**config.mk**
```make
export PLATFORM = sky130hd
export DESIGN_NAME = lbl_demod
export DESIGN_NICKNAME = d
export VERILOG_FILES = /design/src/rtl/lbl_pkg.sv /design/src/rtl/lbl_edge_sync.sv /design/src/rtl/lbl_run_meter.sv /design/src/rtl/lbl_frame_fsm.sv /design/src/rtl/lbl_demod.sv
export SDC_FILE = /design/constraint.sdc
export NUM_CORES = 1
export LEC_CHECK = 0
export BUFFER_PORTS_ARGS = -buffer_cell sky130_fd_sc_hd__buf_2
export CAP_MARGIN = 20
export CORE_MARGIN = 2
export CORE_UTILIZATION = 45
export CTS_BUF_LIST = sky130_fd_sc_hd__clkbuf_4
export DETAILED_ROUTE_END_ITERATION = 8
export PLACE_DENSITY_LB_ADDON = 0.1
export SETUP_SLACK_MARGIN = 0.5
export SKIP_LAST_GASP = 1
export SLEW_MARGIN = 40
export SYNTH_ARGS = -nofsm -noshare
export SYNTH_HDL_FRONTEND = slang
export SYNTH_SLANG_ARGS = --single-unit
export TNS_END_PERCENT = 50
```
**constraint.sdc**
```tcl
create_clock -name clk -period 2.8 [get_ports clk]
set_clock_uncertainty 0.2 [all_clocks]
set_input_delay 0.42 -clock clk [delete_from_list [all_inputs] [get_ports clk]]
set_output_delay 0.42 -clock clk [all_outputs]
set_load 0.01 [all_outputs]
```
**src/rtl/lbl_pkg.sv**
```systemverilog
package lbl_pkg;

    typedef enum logic [1:0] {
        ST_HUNT = 2'd0,
        ST_SYNC = 2'd1,
        ST_DATA = 2'd2
    } dmd_state_e;

    typedef struct packed {
        logic level;
        logic rise;
        logic fall;
    } edge_info_t;

    typedef struct packed {
        logic valid;
        logic value;
        logic last;
    } bit_evt_t;

    function automatic logic meets_min(input int unsigned count, input int unsigned min_n);
        return count >= min_n;
    endfunction

endpackage

```
**src/rtl/lbl_edge_sync.sv**
```systemverilog
module lbl_edge_sync
    import lbl_pkg::*;
#(
    parameter int STAGES = 2
) (
    input  logic       clk,
    input  logic       rst,
    input  logic       din,
    output edge_info_t edges
);
    logic [STAGES-1:0] pipe;
    logic              prev;

    always_ff @(posedge clk) begin
        if (rst) begin
            pipe <= '0;
            prev <= 1'b0;
        end else begin
            pipe[0] <= din;
            for (int i = 1; i < STAGES; i++) begin
                pipe[i] <= pipe[i-1];
            end
            prev <= pipe[STAGES-1];
        end
    end

    assign edges.level = pipe[STAGES-1];
    assign edges.rise  = pipe[STAGES-1] & ~prev;
    assign edges.fall  = ~pipe[STAGES-1] & prev;

endmodule

```
**src/rtl/lbl_run_meter.sv**
```systemverilog
module lbl_run_meter
    import lbl_pkg::*;
#(
    parameter int RUN_W = 8
) (
    input  logic             clk,
    input  logic             rst,
    input  edge_info_t       edges,
    input  logic [RUN_W-1:0] nominal,
    output logic             short_pulse
);
    localparam logic [RUN_W-1:0] RUN_MAX = '1;

    logic [RUN_W-1:0] run_len;
    logic             saturated;

    assign saturated = (run_len == RUN_MAX);

    always_ff @(posedge clk) begin
        if (rst) begin
            run_len     <= '0;
            short_pulse <= 1'b0;
        end else begin
            short_pulse <= edges.fall && !saturated && (run_len < nominal);
            if (edges.rise) begin
                run_len <= RUN_W'(1);
            end else if (edges.level && !saturated) begin
                run_len <= run_len + 1'b1;
            end
        end
    end

    // a falling edge can never follow another falling edge directly
    a_r2_short_isolated: assert property (@(posedge clk) disable iff (rst)
        short_pulse |=> !short_pulse);

    // a run that reached the counter limit never counts as short
    a_r3_saturated_not_short: assert property (@(posedge clk) disable iff (rst)
        (edges.fall && saturated) |=> !short_pulse);

endmodule

```
**src/rtl/lbl_frame_fsm.sv**
```systemverilog
module lbl_frame_fsm
    import lbl_pkg::*;
#(
    parameter int WIN_W      = 10,
    parameter int LEN_W      = 6,
    parameter int PCNT_W     = 4,
    parameter int MIN_PULSES = 2
) (
    input  logic             clk,
    input  logic             rst,
    input  logic             short_pulse,
    input  logic [WIN_W-1:0] win_len,
    input  logic [LEN_W-1:0] frame_len,
    output bit_evt_t         evt
);
    localparam logic [PCNT_W-1:0] PCNT_MAX = '1;

    dmd_state_e        state;
    logic [WIN_W-1:0]  wcnt;
    logic [PCNT_W-1:0] pcnt;
    logic [PCNT_W-1:0] pcnt_next;
    logic [LEN_W-1:0]  bidx;
    logic              win_end;
    logic              decided_one;

    assign win_end     = (state != ST_HUNT) &&
                         (({1'b0, wcnt} + 1'b1) == {1'b0, win_len});
    assign pcnt_next   = (short_pulse && pcnt != PCNT_MAX) ? pcnt + 1'b1 : pcnt;
    assign decided_one = meets_min(int'(pcnt_next), MIN_PULSES);

    always_ff @(posedge clk) begin
        if (rst) begin
            state <= ST_HUNT;
            wcnt  <= '0;
            pcnt  <= '0;
            bidx  <= '0;
            evt   <= '0;
        end else begin
            evt <= '0;
            unique case (state)
                ST_HUNT: begin
                    if (short_pulse) begin
                        state <= ST_SYNC;
                        wcnt  <= WIN_W'(1);
                        pcnt  <= PCNT_W'(1);
                    end
                end
                ST_SYNC, ST_DATA: begin
                    if (win_end) begin
                        wcnt <= '0;
                        pcnt <= '0;
                        if (state == ST_SYNC) begin
                            state <= decided_one ? ST_DATA : ST_HUNT;
                            bidx  <= '0;
                        end else begin
                            evt.valid <= 1'b1;
                            evt.value <= decided_one;
                            if (bidx == frame_len - 1'b1) begin
                                evt.last <= 1'b1;
                                state    <= ST_HUNT;
                            end else begin
                                bidx <= bidx + 1'b1;
                            end
                        end
                    end else begin
                        wcnt <= wcnt + 1'b1;
                        pcnt <= pcnt_next;
                    end
                end
                default: state <= ST_HUNT;
            endcase
        end
    end

    // the cycle after the sync window closes carries no payload strobe
    a_r6_sync_not_emitted: assert property (@(posedge clk) disable iff (rst)
        (state == ST_DATA && $past(state) == ST_SYNC) |-> !evt.valid);

    // the payload index stays inside the frame
    a_r6_index_bound: assert property (@(posedge clk) disable iff (rst)
        (state == ST_DATA) |-> (bidx < frame_len));

    // strobes are isolated single-cycle pulses
    a_r7_valid_single: assert property (@(posedge clk) disable iff (rst)
        evt.valid |=> !evt.valid);

    // frame end coincides with a strobe and leaves the block hunting
    a_r8_last_with_valid: assert property (@(posedge clk) disable iff (rst)
        evt.last |-> (evt.valid && state == ST_HUNT));

endmodule

```
**src/rtl/lbl_demod.sv**
```systemverilog
module lbl_demod
    import lbl_pkg::*;
#(
    parameter int RUN_W       = 8,
    parameter int WIN_W       = 10,
    parameter int LEN_W       = 6,
    parameter int PCNT_W      = 4,
    parameter int MIN_PULSES  = 2,
    parameter int SYNC_STAGES = 2
) (
    input  logic             clk,
    input  logic             rst,
    input  logic             frame_in,
    input  logic [RUN_W-1:0] cfg_nominal,
    input  logic [WIN_W-1:0] cfg_window,
    input  logic [LEN_W-1:0] cfg_len,
    output logic             bit_out,
    output logic             bit_valid,
    output logic             frame_done
);
    edge_info_t edges;
    logic       short_pulse;
    bit_evt_t   evt;

    lbl_edge_sync #(.STAGES(SYNC_STAGES)) u_sync (
        .clk   (clk),
        .rst   (rst),
        .din   (frame_in),
        .edges (edges)
    );

    lbl_run_meter #(.RUN_W(RUN_W)) u_meter (
        .clk         (clk),
        .rst         (rst),
        .edges       (edges),
        .nominal     (cfg_nominal),
        .short_pulse (short_pulse)
    );

    lbl_frame_fsm #(
        .WIN_W      (WIN_W),
        .LEN_W      (LEN_W),
        .PCNT_W     (PCNT_W),
        .MIN_PULSES (MIN_PULSES)
    ) u_fsm (
        .clk         (clk),
        .rst         (rst),
        .short_pulse (short_pulse),
        .win_len     (cfg_window),
        .frame_len   (cfg_len),
        .evt         (evt)
    );

    assign bit_out    = evt.value;
    assign bit_valid  = evt.valid;
    assign frame_done = evt.last;

endmodule

```
==> results.cfg, run 1 <==
[synthesis]
syn_area_per_cell_um2 = 8.23
ys_types = 49
asyncSetResetFlopFracSynth_pct = 0
synth_top_cells_by_area = dfxtp_1 (30%), ha_1 (7.7%), xnor2_1 (5.0%), xor2_1 (4.7%), a21oi_1 (4.3%)
yosysWarningCount = 0
synthesis.nets = 339
netlist_area_um2 = 2440
synth_area_leader_cell = dfxtp_1
area_share_of_the_leading_cell_type_in_the_synthesized_netlist_pct = 30.3
synth-edff-count = 0
synth_seq_cells = 37
gate_count_post_synth = 297
ys.flop_type = dfxtp_1
yosysSeqAreaShare_pct = 30.3

[cells_and_area]
diodes = 0
ratio_of_cells_with_drive_above_1_in_the_final_layout_pct = 31.3
finalNetCount = 399
final_cell_mix = buf_4 (33), dfxtp_1 (30), buf_2 (29)
final_cells = 428
post_route_cell_area_um2 = 3160
layout_commonest_cell = buf_4
area_growth_pct = 29.2

[placed_design]
place_ws_ns = 0.124
placedInstanceArea_um2 = 2710
number_of_buffers_added_on_ports = 29
gpl.final_weighted_congestion = 0.773
numPlacedInstances = 391
post-dp-hpwl_um = 3810

[sta]
final.hold.worst_slack_ns = 0.0839
slew_viol_final = 0
timing.final.setup_violations = 0
finalWorstPathRequiredPeriod_ns = 2.46
timing.final.crit_share_pct = 87.8
totalNegativeSetupSlack_ns = 0
finalHoldViolCount = 0
max_freq_mhz = 407
tightest_slew_ns = 0.587
timing.final.ws_setup_ns = 0.343
slew-limit-headroom_pct = 60.9
rsz0062_at_grt = yes

[cts]
clk_pin_slew_ns = 0.13
clock_tree_from_tritoncts = built
cts_buffers = 5
htreeDepth = 2
ctsHoldBuffers = 0
ctsLongestPathBuffers = 2
clk_root_buf = clkbuf_4
tritoncts_num_sinks = 37
worst_skew_pair.late_latency_ns = 0.36

[floorplan]
die_width_um = 77.7
floorplan.die_area_um2 = 6040
floorplan.die.height_um = 77.7
core_area_um2 = 5170
initial_utilization_pct = 47.2
pin_count = 30
rows = 26

[critical_path]
timing.critical_path.arrival_ns = 2.55
path_max_fanout = 6
worst-endpoint-required_ns = 2.89
worst_setup_path_start_kind = flip-flop
endpoint_kind = flip-flop
worstSetupPathType = flip-flop to flip-flop
worst_r2r_path_depth = 7

[global_routing]
met3_usage_pct = 4.19
grt_pass1_vias = 2167
gr-usage-all-layers_pct = 20.1
top_usage_layer = met2
residual_overflow_from_global_routing = 0
grt_first_pass_wirelength_um = 9810
grt.met1_usage_pct = 26.3
grt_start_max_net_pins = 30
number_of_antenna_violations_at_the_first_check_in_global_routing = 0
globalRouteMet2Util_pct = 32.2

[run_status]
outcome = finished clean

[routing]
detail_route.iter0.violations = 151
viasPerCell = 5.53
antenna_violating_nets_post_route = 0
detail_route.wirelength_um = 6000
drc_violations_left = 0
drt_pre_antenna_iters = 4
route.detailed.wl_per_inst_um = 14.0
via_count = 2368

[power]
power-per-cell-area_nw_per_um2 = 301
static-leakage-power_uw = 0.00133
power_switching_share_pct = 28.0
seq_power_share_pct = 57.1
total_switching_power_uw = 265
power_report.internal_total_uw = 684
power.ir.vdd_worst_uv = 198
relative_contribution_of_the_clock_network_to_total_power_pct = 29.2
p_comb_share_pct = 13.7

[run]
cap_viol_max_count = 0

[hold_path]
min_delay_path_depth = 2
timing.hold.worst.class = input port to flip-flop
[cell usage after synthesis (3+ instances only)]
| cell type | instances |
|---|---|
| mux2i_1 | 4 |
| a21oi_1 | 21 |
| nand4_1 | 12 |
| and3_1 | 5 |
| nand2b_1 | 7 |
| nor2b_1 | 11 |
| nor3_1 | 6 |
| nor2_1 | 19 |
| nand3_1 | 8 |
| dfxtp_1 | 37 |
| xor2_1 | 13 |
| and2_1 | 3 |
| nand2_1 | 16 |
| o21ai_0 | 13 |
| inv_1 | 19 |
| xnor2_1 | 14 |
| a41oi_1 | 3 |
| a21o_1 | 6 |
| or4_1 | 3 |
| and4_1 | 3 |
| ha_1 | 15 |
| a31oi_1 | 13 |
| clkbuf_1 | 7 |
[final cells by class]
| type | count | area, µm² |
|---|---|---|
| inverter | 19 | 71.3 |
| sequential | 37 | 762 |
| clock inverter | 3 | 12.5 |
| clock buffer | 5 | 37.5 |
| timing repair buffer | 66 | 438 |
| tap | 70 | 87.6 |
| fill | 457 | 2010 |
| multi-input combinational | 228 | 1750 |
[state kept, by name, indices dropped and copies added (netlist names)]
name,cells
u_fsm.wcnt,10
u_meter.run_len,8
u_fsm.bidx,6
u_fsm.pcnt,4
u_fsm.evt,3
u_fsm.state,2
u_sync.pipe,2
u_meter.short_pulse,1
u_sync.prev,1
[path summary, 6_finish.rpt]
check / startpoint / endpoint / slack, ns
setup reg to reg: u_fsm.wcnt[3] / u_fsm.bidx[4] / 0.34
hold / removal: frame_in / u_sync.pipe[0] / 0.08
hold reg to reg: u_sync.pipe[0] / u_sync.pipe[1] / 0.26
setup / recovery: u_fsm.wcnt[3] / u_fsm.bidx[4] / 0.34
[power groups by stage]
stage / combinational [µW] / clock [µW] / sequential, µW
CTS: 127 / 286 / 543
floorplan: 83.7 / 0 / 553
finish: 130 / 277 / 542
detailed placement: 111 / 0 / 560
global placement: 110 / 0 / 560
global route: 145 / 312 / 544
[layer usage]
metal / vias to the layer above / share of wire (%)
met5: - / 0
met4: 0 / 1.8
met3: 16 / 3.9
met2: 58 / 47
met1: 1093 / 47
li1: 1201 / -
[worst max-delay path: stages (launching register included)]
cell,delay (ns)
dfxtp_4,0.39
nand3_4,0.08
or3_4,0.40
a2111oi_4,0.31
and4_4,0.34
nand3_4,0.11
or4_4,0.43
a21oi_2,0.12
[cell families after synthesis]
| kind of cell | share of synthesized area, % |
|---|---|
| buffers and inverters | 5.38 |
| flip-flops | 30.3 |
| AND/OR/NAND/NOR | 26.4 |
| AO/OA/AOI/OAI | 18.9 |
| XOR/XNOR | 9.68 |
| multiplexers | 1.64 |
| adder cells (fa/ha/maj) | 7.68 |
[what timing repair did]
action | 4_1_cts | 5_1_grt
cloned | 1 | 0
setup buffers | 17 | 11
resized for setup | 33 | 19
setup endpoints to repair | 25 | 25
pin swaps | 7 | 13
[per-stage QoR]
stage | utilization (%) | total power [µW]
2_1_floorplan | - | 637
3_3_place_gp | 52.4 | 671
3_5_place_dp | 52.4 | 671
4_1_cts | 58.1 | 957
5_1_grt | 61.1 | 1000
6_report | 61.1 | 949
Power figures use the tool's default switching activity.
==> inputs of run 2 (changes only) <==
--- a/config.mk
+++ b/config.mk
@@ -7,8 +7,10 @@
 export LEC_CHECK = 0
 export BUFFER_PORTS_ARGS = -buffer_cell sky130_fd_sc_hd__buf_2
 export CAP_MARGIN = 20
+export CELL_PAD_IN_SITES_DETAIL_PLACEMENT = 0
+export CELL_PAD_IN_SITES_GLOBAL_PLACEMENT = 1
 export CORE_MARGIN = 2
-export CORE_UTILIZATION = 45
+export CORE_UTILIZATION = 35
 export CTS_BUF_LIST = sky130_fd_sc_hd__clkbuf_4
 export DETAILED_ROUTE_END_ITERATION = 8
 export PLACE_DENSITY_LB_ADDON = 0.1
==> results.cfg, run 2 (synthesized netlist as in run 1, its figures left out) <==
[run_status]
outcome = finished clean

[power]
relative_contribution_of_the_clock_network_to_total_power_pct = 37.2
power.ir.vdd_worst_uv = 208
total_switching_power_uw = 291
seq_power_share_pct = 50.4
static-leakage-power_uw = 0.00133
p_comb_share_pct = 12.4
power-per-cell-area_nw_per_um2 = 331
power_switching_share_pct = 27.0
power_report.internal_total_uw = 786

[run]
cap_viol_max_count = 0

[global_routing]
grt_pass1_vias = 2161
number_of_antenna_violations_at_the_first_check_in_global_routing = 0
residual_overflow_from_global_routing = 0
grt_start_max_net_pins = 30
gr-usage-all-layers_pct = 16.6
grt_first_pass_wirelength_um = 10200

[floorplan]
rows = 30
floorplan.die_area_um2 = 7670
die_width_um = 87.6
core_area_um2 = 6760
floorplan.die.height_um = 87.6
initial_utilization_pct = 36.2
pin_count = 30

[cts]
ctsLongestPathBuffers = 2
htreeDepth = 2
cts_buffers = 5
clock_tree_from_tritoncts = built
worst_skew_pair.late_latency_ns = 0.36
clk_root_buf = clkbuf_4
clk_pin_slew_ns = 0.14
ctsHoldBuffers = 0
tritoncts_num_sinks = 37

[critical_path]
worst-endpoint-required_ns = 2.88
sequence_of_cells_on_the_critical_path = ha_4 > nor2b_4 > a211oi_2 > o32ai_2 > and3_4 > a211oi_4 > buf_6 > or2b_1 > a31oi_1
path_max_fanout = 6
critPathSlowestCell = dfxtp_4
cpLargestDelayFamily = compound AO/OA/AOI/OAI gates
max_stage_delay_ns = 0.40
timing.critical_path.arrival_ns = 2.53
path_buf_inv = 1
endpoint_kind = flip-flop
worst_setup_path_start_kind = flip-flop
worstSetupPathType = flip-flop to flip-flop

[routing]
viasPerCell = 5.38
via_count = 2346
detail_route.iter0.violations = 84
drc_violations_left = 0
antenna_violating_nets_post_route = 0
route.detailed.wl_per_inst_um = 14.2
detail_route.wirelength_um = 6190
drt_pre_antenna_iters = 4

[sta]
timing.final.setup_violations = 0
totalNegativeSetupSlack_ns = 0
slew_viol_final = 0
tightest_slew_ns = 0.568
finalWorstPathRequiredPeriod_ns = 2.46
timing.final.crit_share_pct = 87.7
max_freq_mhz = 407
slew-limit-headroom_pct = 62.2
rsz0062_at_grt = yes
finalHoldViolCount = 0

[cells_and_area]
flip_flop_count_of_the_largest_register_after_layout = 10
layout_commonest_cell = dfxtp_1
final_cells = 436
largest_registers = u_fsm.wcnt: 10 flops, u_meter.run_len: 8 flops, u_fsm.bidx: 6 flops
final_cell_mix = dfxtp_1 (31), buf_2 (29), buf_4 (21)
finalNetCount = 397
area_growth_pct = 33.1
top_register = u_fsm.wcnt
diodes = 0
layout_filler_cell_count = 665
ratio_of_cells_with_drive_above_1_in_the_final_layout_pct = 31.2

[placed_design]
post-dp-hpwl_um = 4230
number_of_buffers_added_on_ports = 29
gpl.final_weighted_congestion = 0.773
numPlacedInstances = 403

[hold_path]
timing.hold.worst.class = input port to flip-flop
==> run 2: path summary, 6_finish.rpt <==
kind                  startpoint              to  slack (ns)  depth (start not counted)
setup / recovery   u_fsm.wcnt[1]   u_fsm.wcnt[2]        0.34                          9
hold / removal          frame_in  u_sync.pipe[0]        0.07                          2
setup reg to reg   u_fsm.wcnt[1]   u_fsm.wcnt[2]        0.34                          9
hold reg to reg   u_sync.pipe[0]  u_sync.pipe[1]        0.25                          1
==> run 2: cell type report <==
class                      instances  area, µm²  share of cell area, %
clock inverter                     3       46.3                   1.42
multi-input combinational        228       1770                   54.4
sequential                        37        758                   23.3
inverter                          19       71.3                   2.19
clock buffer                       5       37.5                   1.15
timing repair buffer              64        469                   14.4
tap                               80        100                   3.08
==> run 2: stage by stage <==
step	power, µW	utilization, %	hold WS [ns]	setup WS, ns	instance area (µm²)
after detailed placement	673	40.5	0.228	0.0887	2740
after global placement	673	40.5	0.235	0.0794	2740
final	1080	48.1	0.0744	0.344	3250
after global routing	1130	48.1	0.0719	0.245	3250
after CTS	1080	44.4	0.0591	0.333	3000
after floorplan	637	-	0.214	0.386	2490
==> run 2: layer usage <==
layer  routed length, µm  global-route usage [%]  vias to the layer above
met5                   0                       0                        -
met4                  59                    4.34                        0
met3                 183                    3.11                        7
met2                2840                    26.0                       39
met1                3110                    23.4                     1105
li1                    -                       -                     1195
==> run 2: worst reg2reg max path: stages, from the launching register on <==
cell and delay, ns:
dfxtp_4 0.40, ha_4 0.19, nor2b_4 0.13, a211oi_2 0.23, o32ai_2 0.11, and3_4 0.23, a211oi_4 0.32, buf_6 0.16
or2b_1 0.22, a31oi_1 0.17
==> run 2: power by group through the flow <==
stage	clock, µW	sequential, µW	combinational (µW)
after floorplan	0	553	83.7
after global placement	0	560	113
after detailed placement	0	560	113
after CTS	413	544	124
after global routing	434	545	150
final	400	543	134
==> run 2: timing repair <==
| item | CTS | global route |
|---|---|---|
| gates cloned | 0 | 1 |
| setup endpoints to repair | 25 | 27 |
| resized for setup | 22 | 37 |
| setup buffers | 16 | 8 |
| pin swaps | 6 | 10 |
